`src/rtl/hbus_pkg.sv`:
```
package hbus_pkg;

   // Halfword select carried in address bit 0; the low half is accessed first.
   typedef enum logic {
      HALF_LO = 1'b0,
      HALF_HI = 1'b1
   } half_e;

endpackage

```
`src/rtl/hbus_sync.sv`:
```
// Two-flop synchroniser bank. No reset: the flops keep tracking the pins
// during reset so the true strobe level is known at reset release.
module hbus_sync #(
   parameter int W = 3
) (
   input  logic         clk,
   input  logic [W-1:0] d_async,
   output logic [W-1:0] q
);

   for (genvar i = 0; i < W; i++) begin : g_bit
      logic meta_q;
      logic sync_q;
      always_ff @(posedge clk) begin
         meta_q <= d_async[i];
         sync_q <= meta_q;
      end
      assign q[i] = sync_q;
   end

endmodule

```
`src/rtl/hbus_rstq.sv`:
```
// Reset qualification: masks a read window that was open at reset release
// and keeps writes closed until one qualified read has ended.
module hbus_rstq (
   input  logic clk,
   input  logic rst_n,
   input  logic rd_act,
   output logic rd_blk,
   output logic rd_start,
   output logic wr_open
);

   logic live;
   logic live_q;
   logic rd_end;

   assign live     = rd_act & ~rd_blk;
   assign rd_start = live & ~live_q;
   assign rd_end   = ~live & live_q;

   always_ff @(posedge clk or negedge rst_n) begin
      if (!rst_n) begin
         rd_blk  <= 1'b1;
         live_q  <= 1'b0;
         wr_open <= 1'b0;
      end else begin
         if (!rd_act) rd_blk <= 1'b0;
         live_q <= live;
         if (rd_end) wr_open <= 1'b1;
      end
   end

endmodule

```
`src/rtl/hbus_pair.sv`:
```
// Halfword pairing: read capture on the low half, write commit on the high half.
module hbus_pair
   import hbus_pkg::*;
#(
   parameter int              HW           = 16,
   parameter int              WA_W         = 3,
   parameter int              TEST_WORD    = 7,
   parameter logic [2*HW-1:0] TEST_PATTERN = 32'h8765_4321
) (
   input  logic            clk,
   input  logic            rst_n,
   input  logic            rd_start,
   input  logic            wr_act,
   input  logic            wr_open,
   input  logic [WA_W-1:0] word,
   input  half_e           half,
   input  logic [HW-1:0]   din,
   input  logic [2*HW-1:0] reg_rdata,
   output logic [2*HW-1:0] rd_hold,
   output logic            reg_re,
   output logic            reg_we,
   output logic [WA_W-1:0] reg_waddr,
   output logic [2*HW-1:0] reg_wdata,
   output logic            chk_stb,
   output logic [WA_W-1:0] chk_word
);

   localparam logic [WA_W-1:0] TEST_IDX = WA_W'(TEST_WORD);

   logic            is_test;
   logic            wr_q;
   logic            wr_start;
   logic            wr_pend;
   logic [WA_W-1:0] wr_word;
   logic [HW-1:0]   wr_lo;

   assign is_test  = (word == TEST_IDX);
   assign wr_start = wr_act & ~wr_q & wr_open;
   assign chk_stb  = rd_start & (half == HALF_LO) & ~is_test;
   assign chk_word = word;

   always_ff @(posedge clk or negedge rst_n) begin
      if (!rst_n) begin
         rd_hold   <= '0;
         reg_re    <= 1'b0;
         reg_we    <= 1'b0;
         reg_waddr <= '0;
         reg_wdata <= '0;
         wr_q      <= 1'b0;
         wr_pend   <= 1'b0;
         wr_word   <= '0;
         wr_lo     <= '0;
      end else begin
         reg_re <= 1'b0;
         reg_we <= 1'b0;
         wr_q   <= wr_act;
         if (rd_start && half == HALF_LO) begin
            rd_hold <= is_test ? TEST_PATTERN : reg_rdata;
            reg_re  <= ~is_test;
         end
         if (wr_start) begin
            if (half == HALF_LO) begin
               wr_lo   <= din;
               wr_word <= word;
               wr_pend <= 1'b1;
            end else begin
               wr_pend <= 1'b0;
               if (wr_pend && wr_word == word && !is_test) begin
                  reg_we    <= 1'b1;
                  reg_waddr <= word;
                  reg_wdata <= {din, wr_lo};
               end
            end
         end
      end
   end

endmodule

```
`src/rtl/hbus_hazard.sv`:
```
// Per-word write-to-read hazard timers. Words with a zero wait get no counter.
module hbus_hazard #(
   parameter int                          NUM_WORDS = 8,
   parameter int                          CNT_W     = 4,
   parameter logic [NUM_WORDS*CNT_W-1:0]  WAIT      = 32'h0000_3C00,
   localparam int                         WA_W      = $clog2(NUM_WORDS)
) (
   input  logic            clk,
   input  logic            rst_n,
   input  logic            ld,
   input  logic            chk_stb,
   input  logic [WA_W-1:0] chk_word,
   output logic            haz_err
);

   logic [NUM_WORDS-1:0] busy;

   for (genvar i = 0; i < NUM_WORDS; i++) begin : g_word
      localparam logic [CNT_W-1:0] WAIT_I = WAIT[i*CNT_W +: CNT_W];
      if (WAIT_I == '0) begin : g_none
         assign busy[i] = 1'b0;
      end else begin : g_tmr
         logic [CNT_W-1:0] cnt;
         always_ff @(posedge clk or negedge rst_n) begin
            if (!rst_n)           cnt <= '0;
            else if (ld)          cnt <= WAIT_I;
            else if (cnt != '0)   cnt <= cnt - 1'b1;
         end
         assign busy[i] = (cnt != '0);
      end
   end

   always_ff @(posedge clk or negedge rst_n) begin
      if (!rst_n) haz_err <= 1'b0;
      else        haz_err <= chk_stb & busy[chk_word];
   end

endmodule

```
`src/rtl/hbus_regif.sv`:
```
module hbus_regif
   import hbus_pkg::*;
#(
   parameter int                          HW           = 16,
   parameter int                          NUM_WORDS    = 8,
   parameter int                          CNT_W        = 4,
   parameter int                          TEST_WORD    = 7,
   parameter logic [2*HW-1:0]             TEST_PATTERN = 32'h8765_4321,
   parameter logic [NUM_WORDS*CNT_W-1:0]  HAZ_WAIT     = 32'h0000_3C00,
   localparam int                         WA_W         = $clog2(NUM_WORDS),
   localparam int                         AW           = WA_W + 1
) (
   input  logic            clk,
   input  logic            rst_n,
   input  logic            cs_n,
   input  logic            rd_n,
   input  logic            wr_n,
   input  logic [AW-1:0]   addr,
   input  logic [HW-1:0]   din,
   output logic [HW-1:0]   dout,
   output logic [WA_W-1:0] reg_raddr,
   input  logic [2*HW-1:0] reg_rdata,
   output logic            reg_re,
   output logic [WA_W-1:0] reg_waddr,
   output logic [2*HW-1:0] reg_wdata,
   output logic            reg_we,
   output logic            haz_err
);

   if (NUM_WORDS < 2 || (1 << WA_W) != NUM_WORDS) begin : g_chk_words
      $error("NUM_WORDS must be a power of two of at least 2");
   end
   if (TEST_WORD < 0 || TEST_WORD >= NUM_WORDS) begin : g_chk_test
      $error("TEST_WORD out of range");
   end
   if (TEST_PATTERN[2*HW-1:HW] == TEST_PATTERN[HW-1:0]) begin : g_chk_pat
      $error("TEST_PATTERN halves must differ");
   end

   localparam logic [WA_W-1:0] TEST_IDX = WA_W'(TEST_WORD);

   logic [2:0]      pin_raw;
   logic [2:0]      pin_s;
   logic            rd_act;
   logic            wr_act;
   logic            rd_blk;
   logic            rd_start;
   logic            wr_open;
   logic [WA_W-1:0] word;
   half_e           half;
   logic [2*HW-1:0] rd_hold;
   logic            chk_stb;
   logic [WA_W-1:0] chk_word;

   assign pin_raw = {cs_n, rd_n, wr_n};

   hbus_sync #(.W(3)) u_sync (
      .clk     (clk),
      .d_async (pin_raw),
      .q       (pin_s)
   );

   assign rd_act = ~pin_s[2] & ~pin_s[1];
   assign wr_act = ~pin_s[2] & ~pin_s[0];
   assign word   = addr[AW-1:1];
   assign half   = half_e'(addr[0]);

   hbus_rstq u_rstq (
      .clk      (clk),
      .rst_n    (rst_n),
      .rd_act   (rd_act),
      .rd_blk   (rd_blk),
      .rd_start (rd_start),
      .wr_open  (wr_open)
   );

   hbus_pair #(
      .HW           (HW),
      .WA_W         (WA_W),
      .TEST_WORD    (TEST_WORD),
      .TEST_PATTERN (TEST_PATTERN)
   ) u_pair (
      .clk       (clk),
      .rst_n     (rst_n),
      .rd_start  (rd_start),
      .wr_act    (wr_act),
      .wr_open   (wr_open),
      .word      (word),
      .half      (half),
      .din       (din),
      .reg_rdata (reg_rdata),
      .rd_hold   (rd_hold),
      .reg_re    (reg_re),
      .reg_we    (reg_we),
      .reg_waddr (reg_waddr),
      .reg_wdata (reg_wdata),
      .chk_stb   (chk_stb),
      .chk_word  (chk_word)
   );

   hbus_hazard #(
      .NUM_WORDS (NUM_WORDS),
      .CNT_W     (CNT_W),
      .WAIT      (HAZ_WAIT)
   ) u_haz (
      .clk      (clk),
      .rst_n    (rst_n),
      .ld       (reg_we),
      .chk_stb  (chk_stb),
      .chk_word (chk_word),
      .haz_err  (haz_err)
   );

   assign reg_raddr = word;

   // Test word is decoded straight from the address so it reads during reset.
   always_comb begin
      if (word == TEST_IDX)
         dout = (half == HALF_HI) ? TEST_PATTERN[2*HW-1:HW] : TEST_PATTERN[HW-1:0];
      else if (half == HALF_HI)
         dout = rd_hold[2*HW-1:HW];
      else
         dout = reg_rdata[HW-1:0];
   end

endmodule

```
`config.mk`:
```
export PLATFORM = sky130hd
export DESIGN_NAME = hbus_regif
export DESIGN_NICKNAME = d
export VERILOG_FILES = /design/src/rtl/hbus_pkg.sv /design/src/rtl/hbus_sync.sv /design/src/rtl/hbus_rstq.sv /design/src/rtl/hbus_pair.sv /design/src/rtl/hbus_hazard.sv /design/src/rtl/hbus_regif.sv
export SDC_FILE = /design/constraint.sdc
export NUM_CORES = 1
export LEC_CHECK = 0
export BUFFER_PORTS_ARGS = -buffer_cell sky130_fd_sc_hd__buf_2
export CAP_MARGIN = 20
export CELL_PAD_IN_SITES_DETAIL_PLACEMENT = 1
export CELL_PAD_IN_SITES_GLOBAL_PLACEMENT = 1
export CORE_ASPECT_RATIO = 1.75
export CORE_MARGIN = 5
export CORE_UTILIZATION = 40
export CTS_BUF_LIST = sky130_fd_sc_hd__clkbuf_8
export DETAILED_ROUTE_END_ITERATION = 8
export HOLD_SLACK_MARGIN = 0.05
export PLACE_DENSITY = 0.78
export RECOVER_POWER = 25
export SYNTH_ARGS = -nofsm -noshare
export SYNTH_HDL_FRONTEND = slang
export SYNTH_HIERARCHICAL = 1
export SYNTH_SLANG_ARGS = --single-unit
```
`constraint.sdc`:
```
create_clock -name clk -period 4 [get_ports clk]
set_input_delay 0.4 -clock clk [delete_from_list [all_inputs] [get_ports clk]]
set_output_delay 0.4 -clock clk [all_outputs]
set_load 0.1 [all_outputs]
```
==> results.md <==
Timing:
- At the pin with the least slew margin, the transition time is 1.69 ns.
- The total negative setup slack is 0 ns.
- Clock skew on the completed layout was measured at 0.00818 ns.
- Setup violations remaining at the end of the flow were counted as 0.
- The final max-slew violation count is 29.
- The post-route fraction of the period consumed by the critical path is 60.2%.
- The final-report hold violation count is 0.
- In this run the tightest slew margin relative to its limit is -12.4%.
- Setup repair after global routing left no endpoint under its margin.
- Static timing analysis puts the maximum clock frequency at 415 MHz.
- The clock period minus worst slack is roughly 2.4 ns.

Placed design:
- The routability-driven placement congestion ratio is 0.769.
- Including well taps, the total number of placed cells is 506.
- The number of I/O port buffers is roughly 110.
- Detailed placement finished with a half-perimeter wire length of 6.59 mm.
- The placement-stage cell area is 4570 um2.

Drt:
- The first-pass iteration count of the detailed router is 4.
- The number of remaining DRC errors is 0.
- After the first detailed-routing iteration, the DRC count stood at 69.
- The total vias in the final route is 2,584.
- The via density per instance is 4.93.
- The count of nets left with antenna violations once routing finished came out at 0.
- The detailed-route wire length is 9.12 mm.
- The average wire per cell in the routed design is ~17 um.

Pwr:
- The proportion of power drawn by flip-flops and latches is 38.7%.
- The total power divided by cell area is roughly 670 nW/um2.
- Of the total power, combinational logic draws 41.1%.
- For this design the total switching power over the nets is ~1.4 mW.
- In this run switching power makes up a little over two fifths of total power.
- The clock network is responsible for roughly a fifth of the overall power.
- Across the VDD grid, the largest voltage drop is 0.335 mV.
- The analysis attributes to cell leakage a power of 2.53 nW.
- The internal portion of the total power is 1.80 mW.

Setup path:
- The family with the most delay on the worst path is simple AND/OR/NAND/NOR gates.
- The worst setup path is captured at a register.
- The worst register-to-register path begins at u_sync/g_bit[2].sync_q.
- The critical path start-end classification is register to register.
- The maximum fanout count along the critical path is 10.
- Together, buffers and inverters on the worst path number 1.
- STA puts the critical path data arrival time at 2.68 ns.
- The critical path's most frequent cell is sky130_fd_sc_hd__nor2_1.
- Data on the critical path is required at its endpoint by 4.27 ns.
- STA classifies the critical path startpoint as a register.
- The cell type of the slowest stage on the worst timing path is sky130_fd_sc_hd__nor2b_1.
- The maximum single-stage delay on the critical path is approximately 0.53 ns.
- The signal on the critical path passes through nor2_1, nand2b_1, nor2_1, nor2b_1, nand2_1, inv_1, nand3b_1, a211oi_1.
- In this run the critical register-to-register path is captured at u_haz/haz_err.
- For flop-to-flop paths, the worst setup slack is 1.59 ns.
- The depth of the worst register-to-register path is 8.

Logic synthesis:
- The number of nets in the synthesized netlist is 351.
- The post-synthesis instance area is 3980 um2.
- For this run, the number of Yosys warnings is 6.
- The cell count after synthesis came out at 291.
- After synthesis, the mean cell area works out to approximately 14 um2.

Cells and area:
- The net total in the final layout is about 450.
- The finished layout holds 524 standard cells, fillers aside.
- The post-route netlist has 48.4% of its cells at a drive strength greater than 1.
- The final antenna diode count is 0.
- The area growth from synthesis to layout is 20.6%.
- Counting the fill cells in the layout gives about 1k.
- The final cell area excluding filler cells is 4800 um2.
- The core occupancy in the finished layout is 49.1%.

Clocking:
- The maximum root-to-sink buffer count is 2.
- The cell sitting at the root of the clock tree is a sky130_fd_sc_hd__clkbuf_8.
- The number of CTS-inserted buffers is 9.
- Clock tree synthesis found a total of 92 sinks.
- After clock tree synthesis, the clock-pin slew on the worst setup and hold paths is 0.09 ns.
- The level count of the clock H-tree is 3.
- The later pin in the worst-skew pair is clocked with a latency of around 0.36 ns.
- Post-CTS timing repair inserted 0 buffers for setup.
- TritonCTS built the clock tree.

Die:
- Measured along the x axis, the die boundary spans 85.4 um.
- The starting density of the core is 40.7%.
- The number of ports placed on the die boundary is 114.
- The floorplan row count is 48.
- The area of the placeable core is around 9800 um2.
- The die covers 12,100 um2.
- The die height is 142 um.

Worst hold path:
- In this run the worst hold path is classified as input pin to register.
- The number of instances on the worst hold path is 1.
- The hold path startpoint is wr_n.
- The endpoint of the worst hold path is u_sync/g_bit[0].meta_q.

Outcome:
- The flow ran to the end, but the final reports show violations.
- The checks that failed: capacitance limit, slew limit.

GRT:
- The number of antenna violations at the first check in global routing came to 0.
- The via count of the first global-routing pass is 2,990.
- The largest net degree at the start of global routing is 87.
- The global-route wire length before repair is 15.0 mm.
- For this run, the total global-route usage over all layers was measured as roughly 16%.
- The remaining global-route overflow is 0.

Job:
- Max-cap violations in this run came to 1.
[power groups by stage]
stage	Clock, mW	Combinational, mW	Sequential (mW)
2_1_floorplan	0	0.576	1.77
3_3_place_gp	0	1.29	1.26
3_5_place_dp	0	1.33	1.26
4_1_cts	0.674	1.34	1.25
5_1_grt	0.715	1.39	1.28
6_report	0.649	1.32	1.25
[placed cells by master (no fill, tap or decap), drive strengths merged, types with 2 or more instances in the layout]
cell type,n
clkbuf,12
clkinvlp,4
nand2b,6
mux2,52
dfxtp,6
nand3b,4
a31oi,4
and3,2
ha,3
dfrtp,85
nor2b,3
xnor2,2
a211oi,6
o22a,8
mux2i,12
nand3,3
nor2,21
o21ai,2
buf,115
nor3,2
inv,11
a22o,8
nand2,9
a211o,2
a21oi,2
a21o,2
[sequential cells by signal (all words and copies together) (netlist names)]
register                count
u_pair/reg_wdata           32
u_pair/rd_hold             16
u_pair/wr_lo               16
u_haz/g_word.g_tmr.cnt      8
u_pair/reg_waddr            3
u_pair/wr_word              3
u_sync/g_bit.meta_q         3
u_sync/g_bit.sync_q         3
u_haz/haz_err               1
u_pair/reg_re               1
u_pair/reg_we               1
u_pair/wr_pend              1
u_pair/wr_q                 1
u_rstq/live_q               1
u_rstq/rd_blk               1
u_rstq/wr_open              1
[per-layer routing]
layer  routed length, um  up-vias  track usage (%)
li1                    -     1210                -
met2                5060       70             29.2
met4                 123        0             5.50
met5                   0        -                0
met3                 476        7             4.17
met1                3450     1297             17.0
[repair_timing]
action	CTS	global route
resized for setup	0	0
hold buffers	0	1
hold endpoints to repair	0	28
[how the worst max path moves through the flow]
stage	start	end	slack (ns)	cells past startpoint
after detailed placement	addr[0]	u_pair/reg_wdata[28]	1.45	6
after floorplan	addr[1]	dout[10]	0.61	3
after global placement	addr[0]	u_pair/reg_wdata[8]	1.58	6
after global routing	u_sync/g_bit[2].sync_q	u_haz/haz_err	1.30	8
final	u_sync/g_bit[2].sync_q	u_haz/haz_err	1.59	8
after CTS	u_sync/g_bit[2].sync_q	u_haz/haz_err	1.54	8
[area by class of cell]
class	count	area, um2	share of cell area, %
clock inverters	5	60.1	1.25
inverters	11	41.3	0.860
well taps	125	156	3.26
clock buffers	11	151	3.15
flip-flops and latches	92	2270	47.3
repair buffers	117	624	13.0
multi-input cells	163	1500	31.2
[metrics by stage]
stage | total power, mW | setup WS (ns) | hold slack, ns
after floorplan | 2.35 | 0.614 | 0.104
after global placement | 2.55 | 1.58 | 0.317
after detailed placement | 2.60 | 1.45 | 0.319
after CTS | 3.26 | 1.54 | 0.113
after global routing | 3.38 | 1.30 | 0.112
final | 3.22 | 1.59 | 0.142
Power figures use the tool's default switching activity.
